===== config.mk =====
export PLATFORM = sky130hd
export DESIGN_NAME = i2c_scl_gen
export DESIGN_NICKNAME = d
export VERILOG_FILES = /design/src/rtl/i2c_scl_pkg.sv /design/src/rtl/i2c_scl_len.sv /design/src/rtl/i2c_scl_ctr.sv /design/src/rtl/i2c_scl_fsm.sv /design/src/rtl/i2c_scl_gen.sv
export SDC_FILE = /design/constraint.sdc
export NUM_CORES = 1
export LEC_CHECK = 0
export ABC_AREA = 1
export BUFFER_PORTS_ARGS = -buffer_cell sky130_fd_sc_hd__buf_2
export CAP_MARGIN = 10
export CELL_PAD_IN_SITES_DETAIL_PLACEMENT = 1
export CELL_PAD_IN_SITES_GLOBAL_PLACEMENT = 1
export CORE_UTILIZATION = 30
export DETAILED_ROUTE_END_ITERATION = 8
export GPL_ROUTABILITY_DRIVEN = 0
export PLACE_DENSITY_LB_ADDON = 0.1
export SYNTH_ARGS = -nofsm -noshare
export SYNTH_HDL_FRONTEND = slang
export SYNTH_SLANG_ARGS = --single-unit

===== constraint.sdc =====
create_clock -name clk_i -period 3.1 [get_ports clk_i]
set_input_delay 0.62 -clock clk_i [delete_from_list [all_inputs] [get_ports clk_i]]
set_output_delay 0.62 -clock clk_i [all_outputs]
set_load 0.005 [all_outputs]

===== src/rtl/i2c_scl_pkg.sv =====
package i2c_scl_pkg;
  typedef enum logic [1:0] {
    ST_IDLE = 2'd0,
    ST_LOW  = 2'd1,
    ST_HIGH = 2'd2
  } scl_state_e;

  localparam int unsigned PHASE_OFFSET = 2;
  localparam int unsigned NUM_PHASES   = 2;
endpackage


===== src/rtl/i2c_scl_len.sv =====
// Phase-length registers; field g of div_i -> length g (0 = low, 1 = high).
module i2c_scl_len #(
  parameter int unsigned DIV_W = 8,
  localparam int unsigned LEN_W = DIV_W + 1
) (
  input  logic               clk_i,
  input  logic               rst_ni,
  input  logic               load_i,
  input  logic [2*DIV_W-1:0] div_i,
  output logic [LEN_W-1:0]   lo_len_o,
  output logic [LEN_W-1:0]   hi_len_o
);
  import i2c_scl_pkg::*;

  logic [LEN_W-1:0] len_q [NUM_PHASES];

  for (genvar g = 0; g < NUM_PHASES; g++) begin : g_field
    logic [DIV_W-1:0] field;
    assign field = div_i[g*DIV_W +: DIV_W];

    always_ff @(posedge clk_i or negedge rst_ni) begin
      if (!rst_ni) begin
        len_q[g] <= LEN_W'(PHASE_OFFSET);
      end else if (load_i) begin
        len_q[g] <= {1'b0, field} + LEN_W'(PHASE_OFFSET);
      end
    end
  end

  assign lo_len_o = len_q[0];
  assign hi_len_o = len_q[1];
endmodule


===== src/rtl/i2c_scl_ctr.sv =====
module i2c_scl_ctr #(
  parameter int unsigned LEN_W = 9
) (
  input  logic             clk_i,
  input  logic             rst_ni,
  input  logic             clr_i,
  input  logic             inc_i,
  input  logic [LEN_W-1:0] len_i,
  output logic             zero_o,
  output logic             last_o,
  output logic             half_o
);
  logic [LEN_W-1:0] cnt_q;

  always_ff @(posedge clk_i or negedge rst_ni) begin
    if (!rst_ni) begin
      cnt_q <= '0;
    end else if (clr_i) begin
      cnt_q <= '0;
    end else if (inc_i) begin
      cnt_q <= cnt_q + LEN_W'(1);
    end
  end

  assign zero_o = (cnt_q == '0);
  assign last_o = (cnt_q == len_i - LEN_W'(1));
  assign half_o = (cnt_q == (len_i >> 1));
endmodule


===== src/rtl/i2c_scl_fsm.sv =====
module i2c_scl_fsm
  import i2c_scl_pkg::*;
(
  input  logic       clk_i,
  input  logic       rst_ni,
  input  logic       en_i,
  input  logic       start_i,
  input  logic       scl_i,
  input  logic       last_i,
  output scl_state_e state_o,
  output logic       load_o,
  output logic       clr_o,
  output logic       inc_o
);
  scl_state_e state_q, state_d;

  always_comb begin
    state_d = state_q;
    load_o  = 1'b0;
    clr_o   = 1'b0;
    inc_o   = 1'b0;
    if (!en_i) begin
      state_d = ST_IDLE;
      clr_o   = 1'b1;
    end else begin
      unique case (state_q)
        ST_IDLE: begin
          clr_o = 1'b1;
          if (start_i) begin
            state_d = ST_LOW;
            load_o  = 1'b1;
          end
        end
        ST_LOW: begin
          if (last_i) begin
            state_d = ST_HIGH;
            clr_o   = 1'b1;
          end else begin
            inc_o = 1'b1;
          end
        end
        ST_HIGH: begin
          // line held low by a slave: count frozen
          if (scl_i) begin
            if (last_i) begin
              state_d = ST_LOW;
              clr_o   = 1'b1;
              load_o  = 1'b1;
            end else begin
              inc_o = 1'b1;
            end
          end
        end
        default: begin
          state_d = ST_IDLE;
          clr_o   = 1'b1;
        end
      endcase
    end
  end

  always_ff @(posedge clk_i or negedge rst_ni) begin
    if (!rst_ni) state_q <= ST_IDLE;
    else         state_q <= state_d;
  end

  assign state_o = state_q;
endmodule


===== src/rtl/i2c_scl_gen.sv =====
module i2c_scl_gen #(
  parameter int unsigned DIV_W = 8,
  localparam int unsigned LEN_W = DIV_W + 1
) (
  input  logic               clk_i,
  input  logic               rst_ni,
  input  logic               en_i,
  input  logic [2*DIV_W-1:0] div_i,
  input  logic               start_i,
  input  logic               scl_i,
  output logic               scl_oe_o,
  output logic               fall_o,
  output logic               rise_o,
  output logic               mid_o
);
  import i2c_scl_pkg::*;

  scl_state_e       state_q;
  logic             load, clr, inc;
  logic             cnt_zero, cnt_last, cnt_half;
  logic [LEN_W-1:0] lo_len, hi_len, cur_len;

  i2c_scl_fsm i_fsm (
    .clk_i   (clk_i),
    .rst_ni  (rst_ni),
    .en_i    (en_i),
    .start_i (start_i),
    .scl_i   (scl_i),
    .last_i  (cnt_last),
    .state_o (state_q),
    .load_o  (load),
    .clr_o   (clr),
    .inc_o   (inc)
  );

  i2c_scl_len #(.DIV_W(DIV_W)) i_len (
    .clk_i    (clk_i),
    .rst_ni   (rst_ni),
    .load_i   (load),
    .div_i    (div_i),
    .lo_len_o (lo_len),
    .hi_len_o (hi_len)
  );

  assign cur_len = (state_q == ST_LOW) ? lo_len : hi_len;

  i2c_scl_ctr #(.LEN_W(LEN_W)) i_ctr (
    .clk_i  (clk_i),
    .rst_ni (rst_ni),
    .clr_i  (clr),
    .inc_i  (inc),
    .len_i  (cur_len),
    .zero_o (cnt_zero),
    .last_o (cnt_last),
    .half_o (cnt_half)
  );

  assign scl_oe_o = (state_q == ST_LOW);
  assign fall_o   = (state_q == ST_LOW) && cnt_zero;
  assign rise_o   = (state_q == ST_HIGH) && scl_i && cnt_zero;
  assign mid_o    = (state_q == ST_HIGH) && scl_i && cnt_half;
endmodule


==> summary.md <==
| Metric | Value |
|---|---|
| Crit Reg-Reg Startpoint | i_fsm.state_o[1] |
| Launching element type of the critical path | register |
| Share of layout cells above drive strength 1 | 16.2% |
| Later-pin clock latency in the skew report | 0.29 ns |
| Run status | complete, no violations |
| Most common cell on crit path | sky130_fd_sc_hd__nand2_1 |
| Diodes inserted | 0 |
| R2R setup slack | approximately 0.31 ns |
| Maximum number of pins on one net before global-route repair | 30 |
| Boundary pin count | 25 |
| Pre-CTS setup slack | approximately 0.2 ns |
| Number of design-rule violations left by the first detailed-router iteration | 48 |
| Total of hold buffers inserted after clock tree synthesis | 0 |
| Register Area | 728 um2 |
| Worst path max stage delay | ~0.39 ns |
| PnR worst setup slack | roughly 0.21 ns |
| Max-capacitance violation count | 0 |
| Residual DRC count | 0 |
| Tot GR Track Use | 19.0% |
| Worst IR Drop VDD | ~250 uV |
| Max-slew headroom at the worst pin | approximately 55% |
| Syn-to-layout area delta | 12.5% |
| Mapped Area | roughly 2600 um2 |
| Async S/R FF share, synth | 100% |
| Synthesis Warnings | 0 |
| Total of endpoints with negative setup slack in the final report | 0 |
| Post-CTS setup buffer count | 0 |
| Filler cells | 1086 |
| Core Area | about 8200 um2 |
| Commonest register cell after synthesis | sky130_fd_sc_hd__dfrtp_1 |
| Final Hold Violating Endpoints | 0 |
| Worst Path Arrival | ~2.3 ns |
| Worst setup EP type | output pin |
| Global route total overflow | 0 |
| Worst-path cell chain | inv_1 -> ha_4 -> inv_2 -> buf_4 -> nand2_1 -> nand2_1 -> o22ai_1 -> a211oi_2 -> o211ai_1 -> nor2_1 -> buf_2 |
| Number of buffers inserted during clock tree synthesis | 5 |
| Achievable Freq | ~0.35 GHz |
| Number of cells traversed by the worst register-to-register path | 17 |
| CTS tree | built |
| Highest-delay cell along the critical path | sky130_fd_sc_hd__dfrtp_1 |
| Endpoint required time on the critical path | around 2.5 ns |
| Maximum clock skew at final layout | between 0.008 and 0.009 ns |
| #FFs+latches synth | 29 |
| Total number of nets in the final design | about 440 |
| Deepest level of the CTS H-tree | 2 |
| Average detailed-routed wire length per instance | between 10 and 15 um |
| Multi-input gate area in the final layout | between 1500 and 2000 um2 |
| # port buffers | 24 |
| Post-route ant nets | 0 |
| Leakage power | about 1.5 nW |
| Total number of placement rows | 33 |
| Clock transition at path regs | 0.08 ns |
| Antenna violations before repair | 0 |
| DP Wirelength | 6030 um |
| Wirelength, routed | between 7000 and 8000 um |
| CP Class | reg -> out |
| Number of enable flip-flop cells after synthesis | 0 |
| Final-report max-slew violation count | 0 |
| Root Buffer Master | sky130_fd_sc_hd__clkbuf_8 |
| Number of detailed-routing iterations run before antenna repair | 4 |
| Max Buffers Root-to-Sink | 2 |
| Worst Hold Slack | between 0.3 and 0.4 ns |
| Setup repair after global routing missed its margin | no |
| Shortest clock period the worst path allows after layout | roughly 2.9 ns |
| Setup total negative slack | 0 ns |
| Via count of the first global-routing pass | around 2600 |
| Number of sinks driven by the clock tree | 29 |
| Post-synthesis sequential area ratio | between 20 and 30% |
| Cell variety after synth | 35 |
| Via-per-instance ratio | 4.82 |
| Total power density per cell area | around 910 nW/um2 |
| Average cell area after synthesis | roughly 6.6 um2 |
| Max Fanout on Critical Path | 12 |
| Synthesized instance count | approximately 390 |
| Width of the chip | roughly 94 um |
| Total nets after synthesis | approximately 420 |
| Die span in y | between 90 and 100 um |
| Transition at the pin with the smallest max-transition slack | ~0.68 ns |
| Effective utilization at floorplan | between 30% and 40% |
| Total via count after detailed routing | roughly 2500 |
| Global-route wire length before repair | 12900 um |
| Tightest Hold Check Type | in -> async |
| Die outline area | 8910 um2 |
| Final cycle utilization of the critical path | 93.2% |
| End of the worst register-to-register path | i_ctr.cnt_q[1] |
==> layout make-up <==
cell class / count / share of cell area [%]
sequential: 29 / 25.3
tap: 105 / 4.56
inverter: 55 / 7.17
clock inverter: 1 / 1.04
clock buffer: 7 / 3.00
multi-input combinational: 290 / 54.1
timing repair buffer: 26 / 4.82
==> kinds of logic after synthesis <==
kind of cell / share of synthesized area [%]
fa+ha+maj: 4.40
simple gates: 43.2
buf+inv: 11.5
compound gates: 5.67
flops: 28.4
xor+xnor: 6.84
==> cells in the mapped netlist, types with 4 or more instances <==
| cell | n | area (um2) |
|---|---|---|
| sky130_fd_sc_hd__xor2_1 | 15 | 131 |
| sky130_fd_sc_hd__buf_6 | 4 | 45.0 |
| sky130_fd_sc_hd__nand4_1 | 11 | 68.8 |
| sky130_fd_sc_hd__nand2_1 | 130 | 488 |
| sky130_fd_sc_hd__ha_1 | 9 | 113 |
| sky130_fd_sc_hd__xnor2_1 | 5 | 43.8 |
| sky130_fd_sc_hd__o21ai_0 | 11 | 55.1 |
| sky130_fd_sc_hd__nor2_1 | 24 | 90.1 |
| sky130_fd_sc_hd__inv_1 | 50 | 188 |
| sky130_fd_sc_hd__clkbuf_1 | 6 | 22.5 |
| sky130_fd_sc_hd__dfrtp_1 | 27 | 676 |
| sky130_fd_sc_hd__nand3_1 | 41 | 205 |
| sky130_fd_sc_hd__nand2_2 | 13 | 81.3 |
==> metal layers <==
layer	GRT usage [%]	up-vias	share of wire [%]	wire length, um
met5	0	-	0	0
met2	34.4	32	50	3680
met3	2.66	4	1.9	143
met1	23.3	1175	47	3500
met4	5.00	0	1.1	78
li1	-	1260	-	-
==> per-stage QoR <==
step | instances | area [um2] | total power [W] | utilization [%]
after floorplan | 386 | 2560 | 0.00183 | -
after global placement | 505 | 2740 | 0.00216 | 33.3
after detailed placement | 505 | 2740 | 0.00221 | 33.3
after CTS | 513 | 2860 | 0.00265 | 34.8
after global routing | 513 | 2880 | 0.00292 | 35.0
final | 513 | 2880 | 0.00263 | 35.0
==> critical path: cells and delay by family, from the launching register on <==
| kind | cells | cell delay [ns] |
|---|---|---|
| buffers and inverters | 4 | 0.52 |
| AO/OA/AOI/OAI | 3 | 0.45 |
| AND/OR/NAND/NOR | 3 | 0.44 |
| flip-flops | 1 | 0.39 |
| adder cells (fa/ha/maj) | 1 | 0.19 |
==> report_power, final <==
| part | internal [W] | total (W) | switching [W] | leakage [nW] |
|---|---|---|---|---|
| clock network | 0.000262 | 0.000430 | 0.000167 | 0.0585 |
| logic | 0.000520 | 0.00157 | 0.00105 | 1.11 |
| registers | 0.000508 | 0.000629 | 0.000122 | 0.374 |
==> repair_timing <==
| action | 4_1_cts | 5_1_grt |
|---|---|---|
| setup endpoints to repair | 1 | 3 |
| resized for setup | 1 | 4 |
| pin swaps | 0 | 0 |
| cloned | 0 | 0 |
==> sequential cells by signal, indices dropped and copies added (netlist names) <==
name            cells
i_len.lo_len_o      9
i_fsm.state_o       2
i_ctr.cnt_q         9
i_len.hi_len_o      9
==> how the worst max path moves through the flow <==
stage,start,end,slack (ns)
2_1_floorplan,i_fsm.state_o[1],i_len.hi_len_o[2],0.56
3_3_place_gp,i_fsm.state_o[1],mid_o,0.27
3_5_place_dp,i_fsm.state_o[1],i_ctr.cnt_q[3],0.20
4_1_cts,i_fsm.state_o[1],mid_o,0.0003
5_1_grt,i_fsm.state_o[1],mid_o,0.01
6_report,i_fsm.state_o[1],mid_o,0.21
==> placed cells by master, fill, tap and decap left out, drive strengths merged <==
cell	n
xnor2	5
o22ai	2
a211oi	1
clkinv	2
nand3b	2
o211ai	1
o31ai	1
nand2	146
nand3	44
a21oi	1
inv	53
xor2	15
nor3	3
nor2	28
o21ai	13
ha	9
bufinv	1
dfrtp	27
nor4	2
dfstp	2
buf	26
clkbuf	7
o21bai	2
nand4	11
a221oi	2
and3	2
Power figures use the tool's default switching activity.
